### src/rtl/bac_pkg.sv
package bac_pkg;

    typedef enum logic [1:0] {
        ST_DESEL    = 2'b00,
        ST_RD_BURST = 2'b01,
        ST_RW_BURST = 2'b10
    } bac_state_e;

    typedef enum logic [1:0] {
        CYC_NONE = 2'b00,
        CYC_READ = 2'b01,
        CYC_RDWR = 2'b10
    } bac_cyc_e;

endpackage

### src/rtl/bac_fsm.sv
module bac_fsm
    import bac_pkg::*;
(
    input  logic       clk,
    input  logic       rst_n,
    input  logic       proc_strb_n,
    input  logic       ctrl_strb_n,
    input  logic       adv_n,
    input  logic       ce_n,
    output logic       load_o,
    output logic       step_o,
    output bac_cyc_e   cyc_o
);

    bac_state_e state_q, state_d;
    logic       proc_go, ctrl_go, pdown;

    // Strobe decode; the processor strobe takes priority while enabled.
    assign proc_go = !proc_strb_n && !ce_n;
    assign ctrl_go = !proc_go && !ctrl_strb_n && !ce_n;
    assign pdown   = !proc_go && !ctrl_strb_n && ce_n;

    // Next state and per-edge actions
    always_comb begin
        state_d = state_q;
        load_o  = 1'b0;
        step_o  = 1'b0;
        if (proc_go) begin                    // T_PLOAD
            state_d = ST_RD_BURST;
            load_o  = 1'b1;
        end else if (ctrl_go) begin           // T_CLOAD
            state_d = ST_RW_BURST;
            load_o  = 1'b1;
        end else if (pdown) begin             // T_PDOWN
            state_d = ST_DESEL;
        end else begin
            unique case (state_q)
                ST_DESEL:    state_d = ST_DESEL;          // T_IDLE
                ST_RD_BURST,
                ST_RW_BURST: step_o  = !adv_n;            // T_STEP / T_WAIT
                default:     state_d = ST_DESEL;
            endcase
        end
    end

    // State register
    always_ff @(posedge clk or negedge rst_n) begin
        if (!rst_n) state_q <= ST_DESEL;
        else        state_q <= state_d;
    end

    // Outputs
    always_comb begin
        unique case (state_q)
            ST_DESEL:    cyc_o = CYC_NONE;
            ST_RD_BURST: cyc_o = CYC_READ;
            ST_RW_BURST: cyc_o = CYC_RDWR;
            default:     cyc_o = CYC_NONE;
        endcase
    end

    a_r1_cyc_legal: assert property (@(posedge clk) disable iff (!rst_n)
        $onehot0(cyc_o));

    a_r2_proc_read: assert property (@(posedge clk) disable iff (!rst_n)
        (!proc_strb_n && !ce_n) |=> (cyc_o == CYC_READ));

    a_r4_ctrl_rdwr: assert property (@(posedge clk) disable iff (!rst_n)
        (proc_strb_n && !ctrl_strb_n && !ce_n) |=> (cyc_o == CYC_RDWR));

    a_r5_powerdown: assert property (@(posedge clk) disable iff (!rst_n)
        (!ctrl_strb_n && ce_n) |=> (cyc_o == CYC_NONE));

    a_r6_proc_wins: assert property (@(posedge clk) disable iff (!rst_n)
        (!proc_strb_n && !ctrl_strb_n && !ce_n) |=> (cyc_o == CYC_READ));

endmodule

### src/rtl/bac_cnt.sv
module bac_cnt #(
    parameter int ADDR_W = 19,
    parameter int CNT_W  = 2
) (
    input  logic              clk,
    input  logic              rst_n,
    input  logic              load_i,
    input  logic              step_i,
    input  logic [ADDR_W-1:0] addr_i,
    output logic [ADDR_W-1:0] base_o,
    output logic [CNT_W-1:0]  cnt_o
);

    localparam logic [CNT_W-1:0] ONE = {{(CNT_W-1){1'b0}}, 1'b1};

    always_ff @(posedge clk or negedge rst_n) begin
        if (!rst_n) begin
            base_o <= '0;
            cnt_o  <= '0;
        end else if (load_i) begin
            base_o <= addr_i;
            cnt_o  <= '0;
        end else if (step_i) begin
            cnt_o  <= cnt_o + ONE;
        end
    end

    a_r3_base_held: assert property (@(posedge clk) disable iff (!rst_n)
        !load_i |=> $stable(base_o));

    a_r7_wait_holds: assert property (@(posedge clk) disable iff (!rst_n)
        (!load_i && !step_i) |=> $stable(cnt_o));

    a_r11_restart: assert property (@(posedge clk) disable iff (!rst_n)
        load_i |=> (cnt_o == '0));

endmodule

### src/rtl/bac_order.sv
module bac_order #(
    parameter int CNT_W = 2
) (
    input  logic [CNT_W-1:0] start_i,
    input  logic [CNT_W-1:0] cnt_i,
    input  logic             mode_i,
    output logic [CNT_W-1:0] low_o
);

    logic [CNT_W-1:0] lin_w, ilv_w;

    assign lin_w = start_i + cnt_i;

    for (genvar b = 0; b < CNT_W; b++) begin : g_ilv
        assign ilv_w[b] = start_i[b] ^ cnt_i[b];
    end

    assign low_o = mode_i ? ilv_w : lin_w;

endmodule

### src/rtl/burst_addr_ctrl.sv
module burst_addr_ctrl
    import bac_pkg::*;
#(
    parameter int ADDR_W = 19,
    parameter int CNT_W  = 2
) (
    input  logic              clk,
    input  logic              rst_n,
    input  logic [ADDR_W-1:0] addr_i,
    input  logic              proc_strb_n,
    input  logic              ctrl_strb_n,
    input  logic              adv_n,
    input  logic              ce_n,
    input  logic              mode_i,
    output logic [ADDR_W-1:0] addr_o,
    output logic [1:0]        cyc_o
);

    logic              load_w, step_w;
    bac_cyc_e          cyc_w;
    logic [ADDR_W-1:0] base_w;
    logic [CNT_W-1:0]  cnt_w, low_w;

    bac_fsm u_fsm (
        .clk         (clk),
        .rst_n       (rst_n),
        .proc_strb_n (proc_strb_n),
        .ctrl_strb_n (ctrl_strb_n),
        .adv_n       (adv_n),
        .ce_n        (ce_n),
        .load_o      (load_w),
        .step_o      (step_w),
        .cyc_o       (cyc_w)
    );

    bac_cnt #(.ADDR_W(ADDR_W), .CNT_W(CNT_W)) u_cnt (
        .clk    (clk),
        .rst_n  (rst_n),
        .load_i (load_w),
        .step_i (step_w),
        .addr_i (addr_i),
        .base_o (base_w),
        .cnt_o  (cnt_w)
    );

    bac_order #(.CNT_W(CNT_W)) u_order (
        .start_i (base_w[CNT_W-1:0]),
        .cnt_i   (cnt_w),
        .mode_i  (mode_i),
        .low_o   (low_w)
    );

    assign addr_o = {base_w[ADDR_W-1:CNT_W], low_w};
    assign cyc_o  = cyc_w;

    a_r10_upper_fixed: assert property (@(posedge clk) disable iff (!rst_n)
        !load_w |=> $stable(addr_o[ADDR_W-1:CNT_W]));

    a_r5_desel_no_move: assert property (@(posedge clk) disable iff (!rst_n)
        (cyc_o == 2'b00 && !load_w) |=> $stable(addr_o));

endmodule

### config.mk
export PLATFORM = sky130hd
export DESIGN_NAME = burst_addr_ctrl
export DESIGN_NICKNAME = d
export VERILOG_FILES = /design/src/rtl/bac_pkg.sv /design/src/rtl/bac_fsm.sv /design/src/rtl/bac_cnt.sv /design/src/rtl/bac_order.sv /design/src/rtl/burst_addr_ctrl.sv
export SDC_FILE = /design/constraint.sdc
export NUM_CORES = 1
export LEC_CHECK = 0
export BUFFER_PORTS_ARGS = -buffer_cell sky130_fd_sc_hd__buf_4
export CAP_MARGIN = 20
export CORE_MARGIN = 10
export CORE_UTILIZATION = 47
export CTS_BUF_LIST = sky130_fd_sc_hd__clkbuf_4 sky130_fd_sc_hd__clkbuf_8 sky130_fd_sc_hd__clkbuf_16
export DETAILED_ROUTE_END_ITERATION = 10
export PLACE_DENSITY = 0.76
export SETUP_SLACK_MARGIN = 0.3
export SYNTH_ARGS = -nofsm -noshare
export SYNTH_HDL_FRONTEND = slang
export SYNTH_SLANG_ARGS = --single-unit
export TNS_END_PERCENT = 1
### constraint.sdc
create_clock -name clk -period 1.83 [get_ports clk]
set_clock_uncertainty 0.05 [all_clocks]
set_input_delay 0.0915 -clock clk [delete_from_list [all_inputs] [get_ports clk]]
set_output_delay 0.0915 -clock clk [all_outputs]
set_load 0.1 [all_outputs]
Word-level counts from Yosys, hierarchy flattened
Index checks and enable logic that the tools add are counted.
{ "word_totals": {"inputBits": 26, "ff_bits": 23, "wordCells": 35, "output_inout_bits": 21} }
{ "classes": {"muxes": 14, "reduce_logical": 11, "bitwise": 2, "n_eq_ne": 3, "n_addsub": 2} }
{ "op_table": {"columns": ["operator", "count"], "rows": [
  ["$mux 2", 7],
  ["$mux 1", 6],
  ["$logic_not 1->1", 5],
  ["$logic_and 1x1->1", 4],
  ["$ne 4x1->1 const B", 1],
  ["$pmux 2 s2", 1],
  ["$add 2x1->2 const B", 1],
  ["$add 2x2->2", 1],
  ["$eq 2x1->1 const B", 1],
  ["$eq 2x2->1 const B", 1],
  ["$reduce_bool 2->1", 1],
  ["$reduce_or 2->1", 1],
  ["$xor 1x1->1", 2]
]} }

Longest topological paths before layout
{ "depth": {"word_depth": 10, "mapped_depth": 5, "ltp_nobuf": 5} }

Modules after synthesis
A second synthesis with hierarchy kept.
{ "unflattened": {"hier_cells": 65, "hier_area_um2": 1039.7} }
{ "by_module_without_submodules": {"columns": ["module", "area_per_inst_um2", "instances", "cells_per_inst", "seq_area_each_um2"], "rows": [
  ["bac_cnt", 864.6, 1, 47, 525.5],
  ["bac_fsm", 138.9, 1, 14, 50.0],
  ["bac_order", 36.3, 1, 4, 0.0]
]} }

Worst setup path before layout
No wires, ideal clock.
{ "synth_timing": {"path_type": "flip-flop to output port", "start": "register u_cnt.cnt_o[0]", "end": "output addr_o[1]", "path_buffers": 0, "setup_slack_ns": -0.548, "arrival_ns": 2.237, "path_stages_with_launch": 4, "cell_sequence": "dfrtp_1 ha_1 nor2b_1 xnor2_1"} }
{ "synth_via": {"elab_chain_len": 2} }
{ "synth_lines": {"columns": ["element", "line_no", "source"], "rows": [
  ["from (decl)", "bac_cnt.sv:11", "output logic [CNT_W-1:0] cnt_o"],
  ["from (signal assigned)", "bac_cnt.sv:24", "cnt_o <= cnt_o + ONE;"],
  ["$add 2x2->2", "bac_order.sv:12", "assign lin_w = start_i + cnt_i;"],
  ["$mux 2", "bac_order.sv:18", "assign low_o = mode_i ? ilv_w : lin_w;"],
  ["to (decl)", "burst_addr_ctrl.sv:15", "output logic [ADDR_W-1:0] addr_o,"]
]} }
Every way passes these cells.

Final worst setup path
Same ends and word-level chain as after synthesis.

==> impl_metrics.prom <==
# TYPE chip_impl_metric gauge
chip_impl_metric{name="maxSlewViolCount",unit=""} 0
chip_impl_metric{name="globalRouteOverflowTotal",unit=""} 0
chip_impl_info{name="cts.root.buffer_cell",value="sky130_fd_sc_hd__clkbuf_4"} 1
chip_impl_metric{name="total_of_endpoints_with_negative_setup_slack_in_the_final_report",unit=""} 0
chip_impl_info{name="most_common_cell_after_layout_fill_and_taps_aside",value="sky130_fd_sc_hd__buf_4"} 1
chip_impl_metric{name="detailroute.via_count",unit=""} 766
chip_impl_metric{name="min_period",unit="ns"} 1.513
chip_impl_metric{name="totalNegativeSetupSlack",unit="ns"} 0
chip_impl_metric{name="final_wl",unit="microns"} 2609
chip_impl_metric{name="place.detailed.hpwl",unit="microns"} 1821
chip_impl_metric{name="hold_viol_final",unit=""} 0
chip_impl_metric{name="fp-row-count",unit=""} 18
chip_impl_metric{name="number_of_diodes",unit=""} 0
chip_impl_metric{name="total_power",unit="W"} 0.001706
chip_impl_metric{name="power.leakage",unit="nW"} 0.8384
chip_impl_metric{name="grt.total_usage",unit=""} 0.1098
chip_impl_metric{name="design.final.nets",unit=""} 167
chip_impl_metric{name="htreeDepth",unit=""} 1
chip_impl_metric{name="ys_types",unit=""} 17
chip_impl_metric{name="max_freq",unit="GHz"} 0.6610
chip_impl_metric{name="clk-insertion-delay-late",unit="ns"} 0.30
chip_impl_metric{name="maxSlewHeadroom",unit=""} 0.8120
chip_impl_metric{name="transition_at_the_pin_with_the_smallest_max_transition_slack",unit="ns"} 0.2806
chip_impl_metric{name="io-pin-count",unit=""} 47
chip_impl_info{name="critical_setup_path_class",value="flop to primary output"} 1
chip_impl_metric{name="critical_path_required",unit="ns"} 1.69
chip_impl_metric{name="chipWidth",unit="microns"} 69.97
chip_impl_metric{name="power.density_cell_area",unit="nW/um^2"} 991.1
chip_impl_metric{name="synth-compound-area-share",unit=""} 0.02878
chip_impl_metric{name="die_h",unit="microns"} 69.97
chip_impl_info{name="clock_tree_from_tritoncts",value="built"} 1
chip_impl_metric{name="timing.final.crit_share",unit=""} 0.8266
chip_impl_info{name="worstSetupEndpointType",value="primary output"} 1
chip_impl_metric{name="max_cap_violations",unit=""} 0
chip_impl_metric{name="pre_cts_slack",unit="ns"} 0.3949
chip_impl_metric{name="place.port_buffers",unit=""} 46
chip_impl_metric{name="power.ir.vdd_worst",unit="mV"} 0.9492
chip_impl_metric{name="drt-wirelength-per-cell",unit="microns"} 15.62
chip_impl_metric{name="muxShareOfSynthArea",unit=""} 0.2399
chip_impl_metric{name="critical_path_arrival",unit="ns"} 1.37
chip_impl_metric{name="dr.pass1.iters",unit=""} 4
chip_impl_metric{name="post_synth.cell_area_avg",unit="sq um"} 14.31
chip_impl_metric{name="yosys_warnings",unit=""} 0
chip_impl_metric{name="gp_routability_congestion",unit=""} 0.7028
chip_impl_metric{name="floorplan.initialDensity",unit=""} 0.4825
chip_impl_info{name="main_combinational_cell_family_by_area_after_synthesis",value="multiplexers"} 1
chip_impl_metric{name="tritoncts_num_sinks",unit=""} 23
chip_impl_metric{name="synth.cell_area",unit="sq um"} 1174
chip_impl_metric{name="final.setup.worst_slack",unit="ns"} 0.3172
chip_impl_metric{name="synth.net_count",unit=""} 111
chip_impl_info{name="layout.cells.most_common_list",value="sky130_fd_sc_hd__buf_4 (48), sky130_fd_sc_hd__dfrtp_1 (23), sky130_fd_sc_hd__dlygate4sd3_1 (22)"} 1
chip_impl_metric{name="grt_antenna_before_repair",unit=""} 0
chip_impl_metric{name="core-area",unit="sq um"} 2432
chip_impl_metric{name="layout-area-overhead-vs-synth",unit="%"} 46.69
chip_impl_info{name="rsz0062_at_grt",value="yes"} 1
chip_impl_metric{name="synth_fa_ha_area_frac",unit=""} 0.03198
chip_impl_info{name="critical_path.startpoint_type",value="flop"} 1
chip_impl_metric{name="ys_seq_area_frac",unit=""} 0.4904
chip_impl_metric{name="clock_path_buffers",unit=""} 2
chip_impl_metric{name="detail_route.drc_violations",unit=""} 0
chip_impl_info{name="status",value="finished clean"} 1
chip_impl_metric{name="pin_count_of_the_biggest_net_entering_global_routing",unit=""} 24
chip_impl_metric{name="number_of_buffers_created_by_cts",unit=""} 3
chip_impl_metric{name="finalInstanceArea",unit="sq um"} 1722
chip_impl_metric{name="drive_above_1_share",unit=""} 0.5693
chip_impl_metric{name="cp_max_fo",unit=""} 2
chip_impl_metric{name="synth-simple-area-share",unit=""} 0.04158
chip_impl_metric{name="placement.cell_area",unit="sq um"} 1436
chip_impl_metric{name="synth_xor_xnor_area_share",unit=""} 0.02985
chip_impl_metric{name="grt_pass1_vias",unit=""} 929
chip_impl_metric{name="via_per_inst",unit=""} 4.587
chip_impl_metric{name="clk_transition_reported_paths",unit="ns"} 0.13
chip_impl_metric{name="whs",unit="ns"} 0.04389
chip_impl_metric{name="netlist_instances",unit=""} 82
chip_impl_metric{name="synth-seq-cells",unit=""} 23
chip_impl_metric{name="grt_pass1_wl",unit="microns"} 4505
chip_impl_metric{name="die_area",unit="sq um"} 4896
chip_impl_metric{name="filler_cell_count",unit=""} 183
chip_impl_metric{name="drt.antenna.violating_nets",unit=""} 0
chip_impl_info{name="hold_class",value="input pin to flop"} 1
chip_impl_metric{name="drt_first_iter_violations",unit=""} 20
-- worst paths after layout --
check / from / end / slack (ns) / depth (start not counted)
worst max-delay path: u_cnt.cnt_o[0] / addr_o[1] / 0.32 / 4
worst min-delay path: adv_n / u_cnt.cnt_o[0] / 0.04 / 4
worst max register to register: u_fsm.state_q[0] / u_cnt.cnt_o[1] / 0.44 / 5
worst min register to register: u_cnt.base_o[5] / u_cnt.base_o[5] / 0.47 / 1
max in group asynchronous: rst_n / u_cnt.base_o[5] / 1.35 / 2
min in group asynchronous: rst_n / u_cnt.base_o[17] / 0.14 / 2
-- flip-flops by register name (all words and copies together) (netlist names) --
name           count
u_cnt.cnt_o        2
u_cnt.base_o      19
u_fsm.state_q      2
-- cell usage after synthesis --
library cell | n | area (sq um)
sky130_fd_sc_hd__inv_1 | 2 | 7.510
sky130_fd_sc_hd__dfrtp_1 | 23 | 575.6
sky130_fd_sc_hd__o21a_1 | 1 | 7.510
sky130_fd_sc_hd__xnor2_1 | 4 | 35.03
sky130_fd_sc_hd__ha_1 | 3 | 37.54
sky130_fd_sc_hd__o21ai_0 | 2 | 10.01
sky130_fd_sc_hd__nor3b_1 | 1 | 7.510
sky130_fd_sc_hd__a21oi_4 | 1 | 16.27
sky130_fd_sc_hd__clkbuf_1 | 1 | 3.750
sky130_fd_sc_hd__mux2_2 | 1 | 11.26
sky130_fd_sc_hd__nor2_1 | 2 | 7.510
sky130_fd_sc_hd__buf_4 | 17 | 127.6
sky130_fd_sc_hd__nand3b_1 | 2 | 15.01
sky130_fd_sc_hd__mux2_4 | 18 | 270.3
sky130_fd_sc_hd__and4bb_2 | 1 | 12.51
sky130_fd_sc_hd__buf_6 | 2 | 22.52
sky130_fd_sc_hd__nor2b_1 | 1 | 6.260
-- per-stage QoR --
stage,utilization,instances
floorplan,-,82
global placement,0.5905,140
detailed placement,0.5905,140
CTS,0.7078,167
global route,0.7078,167
finish,0.7078,167
-- area by class of cell --
class                           count  area (sq um)  share of cell area
Clock buffer                        3         22.52             0.01308
Clock inverter                      1         5.005            0.002907
Inverter                            2         7.507            0.004360
Multi-Input combinational cell     37         473.0              0.2747
Sequential cell                    23         575.6              0.3343
Tap cell                           30         37.54             0.02180
Timing Repair Buffer               71         600.6              0.3488
-- power by group --
group	switching, W	internal, W	leakage (nW)
sequential	0.0000402	0.000570	0.276
combinational	0.000593	0.000275	0.545
clock	0.000146	0.0000814	0.0177
total	0.000779	0.000927	0.838
-- timing repair --
| action | CTS | global route |
|---|---|---|
| setup buffers | 1 | 0 |
| pin swaps | 1 | 2 |
| hold buffers | 22 | 0 |
| endpoints found under the hold margin | 44 | 0 |
| endpoints found under the setup margin | 1 | 1 |
| gates resized for setup | 7 | 0 |
-- logic make-up (layout without fill, tap and decap cells) --
| group | after synthesis | after routing |
|---|---|---|
| flip-flops | 23 | 23 |
| buffers and inverters | 22 | 77 |
| AND/OR/NAND/NOR | 7 | 7 |
| adder cells (fa/ha/maj) | 3 | 3 |
| AO/OA/AOI/OAI | 4 | 4 |
| multiplexers | 19 | 19 |
| XOR/XNOR | 4 | 4 |
-- critical path, stage by stage (launching register included) --
cell and delay [ns]:
sky130_fd_sc_hd__dfrtp_1 0.41, sky130_fd_sc_hd__ha_2 0.17, sky130_fd_sc_hd__nor2b_4 0.13, sky130_fd_sc_hd__xnor2_4 0.16, sky130_fd_sc_hd__buf_12 0.19
-- layer usage --
| layer | share of wire | up-vias | GRT usage |
|---|---|---|---|
| li1 | - | 364 | - |
| met3 | 0.077 | 0 | 0.03672 |
| met5 | 0 | - | 0 |
| met2 | 0.51 | 31 | 0.1944 |
| met4 | 0 | 0 | 0.02632 |
| met1 | 0.42 | 371 | 0.1229 |
No activity file was read; power rests on OpenSTA's default activity.
